<file path="config.mk">
export PLATFORM = sky130hd
export DESIGN_NAME = flash_guard
export DESIGN_NICKNAME = d
export VERILOG_FILES = /design/src/rtl/flash_guard_pkg.sv /design/src/rtl/fg_level_decode.sv /design/src/rtl/fg_policy.sv /design/src/rtl/flash_guard.sv
export SDC_FILE = /design/constraint.sdc
export NUM_CORES = 1
export LEC_CHECK = 0
export BUFFER_PORTS_ARGS = -buffer_cell sky130_fd_sc_hd__buf_4
export CORE_ASPECT_RATIO = 1.4
export CORE_MARGIN = 10
export CORE_UTILIZATION = 30
export DETAILED_ROUTE_END_ITERATION = 10
export HOLD_SLACK_MARGIN = 0.03
export PLACE_DENSITY_LB_ADDON = 0.25
export SLEW_MARGIN = 40
export SYNTH_ARGS = -nofsm -noshare
export SYNTH_HDL_FRONTEND = slang
export SYNTH_SLANG_ARGS = --single-unit
export TNS_END_PERCENT = 30
</file>
<file path="constraint.sdc">
create_clock -name clk -period 2.9 [get_ports clk]
set_input_delay 0.435 -clock clk [delete_from_list [all_inputs] [get_ports clk]]
set_output_delay 0.435 -clock clk [all_outputs]
set_load 0.1 [all_outputs]
</file>
<file path="src/rtl/flash_guard_pkg.sv">
package flash_guard_pkg;
  typedef enum logic [1:0] {
    LVL_OPEN = 2'd0,
    LVL_LOW  = 2'd1,
    LVL_HIGH = 2'd2
  } sec_lvl_e;

  typedef enum logic [1:0] {
    DEC_GRANT  = 2'd0,
    DEC_BUSERR = 2'd1,
    DEC_WPERR  = 2'd2,
    DEC_RELAX  = 2'd3
  } gate_dec_e;

  typedef enum logic {
    ST_IDLE  = 1'b0,
    ST_ERASE = 1'b1
  } gate_st_e;

  localparam logic [15:0] SEC_OPEN_CODE = 16'h5AA5;
  localparam logic [7:0]  SEC_HIGH_BYTE = 8'hCC;
endpackage

</file>
<file path="src/rtl/fg_level_decode.sv">
module fg_level_decode
  import flash_guard_pkg::*;
(
  input  logic [15:0] code,
  output sec_lvl_e    lvl
);
  always_comb begin
    if (code == SEC_OPEN_CODE)
      lvl = LVL_OPEN;
    else if (code[7:0] == SEC_HIGH_BYTE)
      lvl = LVL_HIGH;
    else
      lvl = LVL_LOW;
  end
endmodule

</file>
<file path="src/rtl/fg_policy.sv">
module fg_policy
  import flash_guard_pkg::*;
#(
  parameter int PAGE_W  = 9,
  parameter int N_REG   = 32,
  parameter int DATA_W  = 16
) (
  input  sec_lvl_e          lvl,
  input  logic              restricted,
  input  logic [1:0]        op,
  input  logic              opt,
  input  logic              sec_field,
  input  logic [DATA_W-1:0] wdata,
  input  logic [PAGE_W-1:0] page,
  input  logic [N_REG-1:0]  wp_live,
  output gate_dec_e         dec,
  output logic              wp_clear
);
  localparam int REG_W = $clog2(N_REG);

  logic [REG_W-1:0] region;
  logic             is_read;
  logic             is_prog;

  assign region  = page[PAGE_W-1 -: REG_W];
  assign is_read = (op == 2'd0);
  assign is_prog = (op == 2'd1);

  always_comb begin
    dec      = DEC_GRANT;
    wp_clear = 1'b0;
    if (restricted && lvl == LVL_HIGH) begin
      dec = is_read ? DEC_BUSERR : DEC_WPERR;
    end else if (!opt) begin
      if (restricted && lvl == LVL_LOW)
        dec = is_read ? DEC_BUSERR : DEC_WPERR;
      else if (!is_read && !wp_live[region])
        dec = DEC_WPERR;
    end else begin
      if (is_prog && sec_field) begin
        if (lvl == LVL_HIGH)
          dec = DEC_WPERR;
        else if (lvl == LVL_LOW && wdata == SEC_OPEN_CODE[DATA_W-1:0])
          dec = DEC_RELAX;
      end else if (!is_read && !is_prog) begin
        wp_clear = 1'b1;
      end
    end
  end
endmodule

</file>
<file path="src/rtl/flash_guard.sv">
module flash_guard
  import flash_guard_pkg::*;
#(
  parameter int PAGE_W = 9,
  parameter int N_REG  = 32,
  parameter int DATA_W = 16
) (
  input  logic              clk,
  input  logic              rst,
  input  logic [15:0]       opt_sec_code,
  input  logic [N_REG-1:0]  opt_wp_mask,
  input  logic [1:0]        boot_mode,
  input  logic              dbg_attached,
  input  logic              req_valid,
  input  logic [1:0]        req_op,
  input  logic              req_opt,
  input  logic              req_sec_field,
  input  logic [PAGE_W-1:0] req_page,
  input  logic [DATA_W-1:0] req_wdata,
  output logic              req_ready,
  output logic              flash_gnt,
  output logic              req_ack,
  output logic              bus_err,
  output logic              mass_erase_req,
  input  logic              mass_erase_done,
  output logic              wperr,
  input  logic              wperr_clr,
  input  logic              err_ie,
  output logic              irq,
  output logic [1:0]        sec_level
);
  sec_lvl_e         lvl_dec, lvl_q;
  logic [N_REG-1:0] wp_q;
  gate_st_e         st_q;
  gate_dec_e        dec;
  logic             wp_clear;
  logic             restricted;
  logic             accept;
  logic             wperr_set;
  logic             gnt_q, ack_q, berr_q, me_q, wperr_q;

  assign restricted = dbg_attached || (boot_mode != 2'd0);
  assign accept     = req_valid && (st_q == ST_IDLE);
  assign wperr_set  = accept && (dec == DEC_WPERR);

  fg_level_decode u_lvl (
    .code (opt_sec_code),
    .lvl  (lvl_dec)
  );

  fg_policy #(.PAGE_W(PAGE_W), .N_REG(N_REG), .DATA_W(DATA_W)) u_pol (
    .lvl        (lvl_q),
    .restricted (restricted),
    .op         (req_op),
    .opt        (req_opt),
    .sec_field  (req_sec_field),
    .wdata      (req_wdata),
    .page       (req_page),
    .wp_live    (wp_q),
    .dec        (dec),
    .wp_clear   (wp_clear)
  );

  always_ff @(posedge clk) begin
    if (rst) begin
      lvl_q   <= lvl_dec;
      wp_q    <= opt_wp_mask;
      st_q    <= ST_IDLE;
      gnt_q   <= 1'b0;
      ack_q   <= 1'b0;
      berr_q  <= 1'b0;
      me_q    <= 1'b0;
      wperr_q <= 1'b0;
    end else begin
      gnt_q  <= 1'b0;
      ack_q  <= 1'b0;
      berr_q <= 1'b0;
      me_q   <= 1'b0;
      case (st_q)
        ST_IDLE: if (req_valid) begin
          case (dec)
            DEC_GRANT: begin
              gnt_q <= 1'b1;
              ack_q <= 1'b1;
              if (wp_clear) wp_q <= '1;
            end
            DEC_BUSERR: begin
              berr_q <= 1'b1;
              ack_q  <= 1'b1;
            end
            DEC_WPERR: ack_q <= 1'b1;
            DEC_RELAX: begin
              me_q <= 1'b1;
              st_q <= ST_ERASE;
            end
            default: ack_q <= 1'b1;
          endcase
        end
        ST_ERASE: if (mass_erase_done) begin
          gnt_q <= 1'b1;
          ack_q <= 1'b1;
          st_q  <= ST_IDLE;
        end
        default: st_q <= ST_IDLE;
      endcase
      if (wperr_set)
        wperr_q <= 1'b1;
      else if (wperr_clr)
        wperr_q <= 1'b0;
    end
  end

  assign req_ready      = (st_q == ST_IDLE);
  assign flash_gnt      = gnt_q;
  assign req_ack        = ack_q;
  assign bus_err        = berr_q;
  assign mass_erase_req = me_q;
  assign wperr          = wperr_q;
  assign irq            = wperr_q & err_ie;
  assign sec_level      = lvl_q;


  level_hold_chk: assert property (@(posedge clk) disable iff (rst)
    !$past(rst) |-> $stable(lvl_q));


  buserr_nogrant_chk: assert property (@(posedge clk) disable iff (rst)
    berr_q |-> (ack_q && !gnt_q));


  wperr_sticky_chk: assert property (@(posedge clk) disable iff (rst)
    (wperr_q && !wperr_clr) |=> wperr_q);


  erase_pulse_chk: assert property (@(posedge clk) disable iff (rst)
    me_q |=> !me_q);


  erase_hold_ack_chk: assert property (@(posedge clk) disable iff (rst)
    (st_q == ST_ERASE && !mass_erase_done) |=> !ack_q);


  high_locked_chk: assert property (@(posedge clk) disable iff (rst)
    (lvl_q == LVL_HIGH && restricted && accept) |=> !gnt_q);
endmodule

</file>
After elaboration in Yosys (flattened, before gate mapping)
Index checks and enable logic that the tools add are counted.
{ "op_classes": {"n_mux": 34, "n_lt_le_gt_ge": 1, "bitwise": 3, "reduce_logical": 23, "n_eq_ne": 10} }
{ "ops": {"columns": ["cell", "count"], "rows": [
  ["2-to-1 mux 32 bit", 5],
  ["equality test 16 x 15 -> 1 bit (second input constant)", 2],
  ["2-to-1 mux 2 bit", 9],
  ["2-to-1 mux 1 bit", 16],
  ["nonzero test 2 bit", 5],
  ["equality test 8 bit (second input constant)", 1],
  ["logical AND 1 bit", 8],
  ["equality test 2 x 1 -> 1 bit (second input constant)", 3],
  ["equality test 2 bit (second input constant)", 3],
  ["less-than comparator 5 x 6 -> 1 bit (second input constant)", 1],
  ["one-hot mux 1 bit (2 select lines)", 3],
  ["OR reduction 3 bit", 2],
  ["binary-select mux 1 bit (select 5 bit)", 1],
  ["logical NOT 2 bit", 2],
  ["AND reduction 4 bit", 1],
  ["logical NOT 1 bit", 3],
  ["inequality test 2 bit (second input constant)", 1],
  ["inverter 1 bit", 2],
  ["OR reduction 2 bit", 1],
  ["AND 1 bit", 1],
  ["logical OR 1 bit", 1]
]} }
{ "word_totals": {"elab_cells": 79, "output_inout_bits": 9, "reg_bits": 40, "input_bits": 86} }

Depth between registers and ports, before layout
{ "depth": {"depth_word": 13, "depth_mapped": 8, "ltp_nobuf": 6} }

By module
Synthesis repeated with hierarchy kept, for this count alone.
{ "hier_totals": {"hier_cells": 157, "hier_area_um2": 2018.2} }
{ "by_module_without_submodules": {"columns": ["module", "cells_per_inst", "instances", "area_each_um2", "seq_area_each_um2"], "rows": [
  ["flash_guard", 96, 1, 1501.4, 1141.1],
  ["fg_policy", 52, 1, 451.7, 0.0],
  ["fg_level_decode", 9, 1, 65.1, 0.0]
]} }

Worst setup path before layout
Ideal clock, no wire load.
{ "synth_timing": {"path_type": "register to register", "start": "register lvl_q[0], in the netlist sec_level[0]", "end": "register wp_q[0], enable pin", "setup_time_ps": 428, "synth_period_minus_slack_ps": 3262, "t_arrival_ps": 2834, "path_buffers": 0, "slack_ps": -362, "required_time_ps": 2472, "path_stages_with_launch": 4, "path_cell_list": "edfxtp_1 nand2b_1 o21ai_2 o21bai_1"} }
{ "synth_between": {"elab_chain_cells": 10, "elab_cells_between_ends": 16, "classes_between": "eq/ne: 2; mux: 7; reduce/logical: 7"} }
{ "synth_lines": {"columns": ["item", "line", "text"], "rows": [
  ["start: declaration", "flash_guard.sv:32", "sec_lvl_e lvl_dec, lvl_q;"],
  ["start signal: assignment", "flash_guard.sv:66", "lvl_q <= lvl_dec;"],
  ["equality test 2 x 1 -> 1 bit", "fg_policy.sv:35, fg_policy.sv:43", null],
  ["logical AND 1 bit", "fg_policy.sv:43", "else if (lvl == LVL_LOW && wdata == SEC_OPEN_CODE[DATA_W-1:0])"],
  ["2-to-1 mux 2 bit", "fg_policy.sv:43", null],
  ["2-to-1 mux 2 bit", "fg_policy.sv:41", "if (lvl == LVL_HIGH)"],
  ["2-to-1 mux 2 bit", "fg_policy.sv:40", "if (is_prog && sec_field) begin"],
  ["2-to-1 mux 2 bit", "fg_policy.sv:34", "end else if (!opt) begin"],
  ["2-to-1 mux 2 bit", "fg_policy.sv:32", "if (restricted && lvl == LVL_HIGH) begin"],
  ["logical NOT 2 bit", "flash_guard.sv:81", "case (dec)"],
  ["nonzero test 2 bit (no line)", null, null],
  ["AND reduction 4 bit (no line) (*)", null, null],
  ["end signal: assignment", "flash_guard.sv:67", "wp_q <= opt_wp_mask;"],
  ["end: declaration", "flash_guard.sv:33", "logic [N_REG-1:0] wp_q;"]
]} }
Every way passes the cells marked *; elsewhere a longest branch is shown, timed or not.
A chain may end at the register's enable or synchronous reset.

Final worst setup path
{ "layout_timing": {"start": "input req_wdata[6]", "end": "register gnt_q, in the netlist flash_gnt"} }
{ "layout_between": {"elab_chain_cells": 11} }
{ "layout_lines": {"columns": ["item", "line", "text"], "rows": [
  ["start: declaration", "flash_guard.sv:19", "input logic [DATA_W-1:0] req_wdata,"],
  ["equality test 16 x 15 -> 1 bit", "fg_policy.sv:43", null],
  ["logical AND 1 bit", "fg_policy.sv:43", null],
  ["2-to-1 mux 2 bit", "fg_policy.sv:43", null],
  ["2-to-1 mux 2 bit", "fg_policy.sv:41", null],
  ["2-to-1 mux 2 bit", "fg_policy.sv:40", null],
  ["2-to-1 mux 2 bit", "fg_policy.sv:34", null],
  ["2-to-1 mux 2 bit", "fg_policy.sv:32", null],
  ["logical NOT 2 bit", "flash_guard.sv:81", null],
  ["2-to-1 mux 1 bit", "flash_guard.sv:81", null],
  ["2-to-1 mux 1 bit", "flash_guard.sv:80", "ST_IDLE: if (req_valid) begin"],
  ["one-hot mux 1 bit (2 select lines)", "flash_guard.sv:79", "case (st_q)"],
  ["end signal: assignment", "flash_guard.sv:75", "gnt_q <= 1'b0;"],
  ["end signal: assignment", "flash_guard.sv:83", "gnt_q <= 1'b1;"],
  ["end signal: assignment", "flash_guard.sv:100", "gnt_q <= 1'b1;"],
  ["end: declaration", "flash_guard.sv:40", "logic gnt_q, ack_q, berr_q, me_q, wperr_q;"]
]} }
Every way passes these cells.

==> impl_metrics.py <==
metrics = {
    "yosys": {
        "synthTopCellsByArea": "edfxtp_1 (49%), nand2b_1 (11%), mux2i_1 (6.2%)",
        "syn_area_um2": 2080,
        "synthMostInstantiatedCell": "nand2b_1",
        "postSynth.asyncResetShare_pct": 0,
        "synth_top_area_share_pct": 49.0,
        "synth_cells": 155,
        "ys_ff_latch": 40,
        "ys_dominant_reg_cell": "edfxtp_1",
        "synth_nets": 241,
        "syn_avg_cell_area_um2": 13.4,
        "yosys.cell_types.count": 42,
        "synth_edf_count": 34,
        "yosys_warnings": 0,
        "ys_top_cells_by_count": "nand2b_1 (35), edfxtp_1 (34), mux2i_1 (13)",
        "yosysTopAreaCell": "edfxtp_1",
        "yosysSeqAreaShare_pct": 54.8,
    },
    "global_routing": {
        "antenna_found_initial": 0,
        "grt_pass1_vias": 1635,
        "grt_remaining_overflow": 0,
        "grt_pass1_wl_um": 8080,
        "grt_start_max_net_pins": 41,
        "grt_usage_pct": 9.24,
    },
    "die": {
        "die_x_um": 90.4,
        "die-area_um2": 10700,
        "coreArea_um2": 6660,
        "start_util_pct": 31.3,
        "die_h_um": 119,
        "ioPinCount": 95,
        "row_count": 35,
    },
    "route": {
        "drtAntennaViolNets": 0,
        "drc": 0,
        "drt-vias-per-instance": 4.55,
        "wl_per_cell_um": 14.5,
        "drt_iter0_drc": 41,
        "wl_um": 4920,
        "dr.pass1.iters": 4,
        "dr_total_vias": 1542,
    },
    "timing": {
        "hold_viol": 0,
        "final-max-slew-violation-count": 0,
        "grt_setup_unrepaired": "no",
        "setup_violations": 0,
        "worstMarginPinSlew_ns": 0.399,
        "fmax_mhz": 535,
        "hold_slack_ns": 0.357,
        "finClkSkew_ns": 0.00664,
        "fin_setup_tns_ns": 0,
        "fin_crit_sh_pct": 64.5,
        "max_slew_margin_pct": 73.4,
        "post-route-min-period_ns": 1.87,
    },
    "cts": {
        "cts_buffers": 5,
        "cts_hold_buf": 0,
        "h-tree-depth": 2,
        "cts_sinks": 40,
        "clk_transition_reported_paths_ns": 0.08,
        "cts-root-buf": "clkbuf_8",
        "ctsResizeCount": 0,
        "clk_path_buf_depth": 2,
        "cts_setup_buffers": 0,
        "clk_latency_ns": 0.29,
        "cts_tree": "built",
    },
    "job": {
        "drv_cap": 0,
    },
    "critical_path": {
        "r2r_end": "flash_gnt",
        "critPathKind": "primary input to flop",
        "critical_path_peak_fanout": 7,
        "cp.arrival_ns": 2.03,
        "ff2ff_path_depth": 6,
        "critical_path_required_ns": 3.06,
        "timing.rr.start": "sec_level[1]",
        "ff2ff_setup_slack_ns": 1.07,
        "end_kind": "flop",
        "cp-start-kind": "primary input",
    },
    "outcome": {
        "outcome": "finished, final reports clean",
    },
    "power": {
        "powerDensity_nw_per_um2": 463,
        "vdd_drop_max_uv": 282,
        "fin_total_pwr_uw": 1360,
        "leakage_uw": 0.00119,
    },
    "cells_and_area": {
        "diodes": 0,
        "post-route-util_pct": 44.2,
        "final.fill_count": 672,
        "nNetsFinal": 332,
        "multi_input_area_um2": 885,
        "fin_cells": 339,
        "regArea_um2": 1140,
        "syn_to_final_growth_pct": 41.1,
        "drive_above_1_share_pct": 48.2,
    },
    "min_path": {
        "hold_class": "primary input to flop",
        "worstHoldStart": "mass_erase_done",
        "hold_depth": 2,
        "holdPathEnd": "st_q",
    },
    "placed_design": {
        "portBuffers": 90,
        "dp_hpwl_um": 4010,
        "place.gp.congestion": 0.774,
        "dp_cells": 331,
    },
}
[cells by family (layout without fill, tap and decap cells)]
| group | after synthesis | in the layout | synth area share [%] |
|---|---|---|---|
| multiplexers | 18 | 18 | 11.7 |
| AO/OA/AOI/OAI | 15 | 15 | 6.43 |
| AND/OR/NAND/NOR | 74 | 74 | 24.2 |
| buffers and inverters | 8 | 100 | 2.94 |
| flip-flops | 40 | 40 | 54.8 |
[registers in the layout, indices dropped and copies added (netlist names)]
| name | cells |
|---|---|
| bus_err | 1 |
| flash_gnt | 1 |
| mass_erase_req | 1 |
| req_ack | 1 |
| sec_level | 2 |
| st_q | 1 |
| wp_q | 32 |
| wperr | 1 |
[metal layers]
metal / global-route usage [%] / vias to the layer above / wire (um)
li1: - / 767 / -
met1: 12.2 / 693 / 2410
met2: 14.0 / 76 / 2200
met3: 2.41 / 6 / 248
met4: 3.59 / 0 / 65
met5: 0 / - / 0
[placed cells by master, fill, tap and decap left out, types with 2 or more instances in the layout]
cell       n
and2_1     2
nand3b_1   3
mux4_2     5
nor3_1     2
buf_4     91
nand2_1    6
edfxtp_1  34
mux2i_1   13
nand4b_1   2
nor2_1     6
clkbuf_8   5
o21ai_0    2
nor4bb_1   5
dfxtp_1    6
nand2b_1  35
o21ai_2    2
[power breakdown]
group          total, uW  switching, uW  internal [uW]
sequential           666           7.89            658
combinational        249            117            132
clock                446            192            255
[critical path, stage by stage]
cell and delay, ns:
buf_4 0.11, nor4bb_1 0.35, nand4_1 0.15, or4_4 0.56, and3_4 0.23, a22oi_2 0.12
a21oi_1 0.09
[per-stage QoR]
stage               cell area, um2  setup WS [ns]
floorplan                     2090          0.306
global placement              2830          0.698
detailed placement            2830          0.720
CTS                           2940           1.03
global route                  2940          0.933
finish                        2940           1.03
[layout make-up]
type,instances,share of cell area (%)
clock buffer,5,2.34
clock inverter,3,1.45
inverter,1,0.128
multi-input combinational,107,30.1
sequential,40,38.8
tap,92,3.92
timing repair buffer,91,23.2
[how the worst max path moves through the flow]
stage / startpoint / slack [ns] / endpoint
floorplan: sec_level[0] / 0.31 / wp_q[0]
global placement: req_wdata[6] / 0.70 / flash_gnt
detailed placement: req_wdata[6] / 0.72 / flash_gnt
CTS: req_wdata[6] / 1.03 / flash_gnt
global route: req_wdata[6] / 0.93 / st_q
finish: req_wdata[6] / 1.03 / flash_gnt
Power figures use the tool's default switching activity.
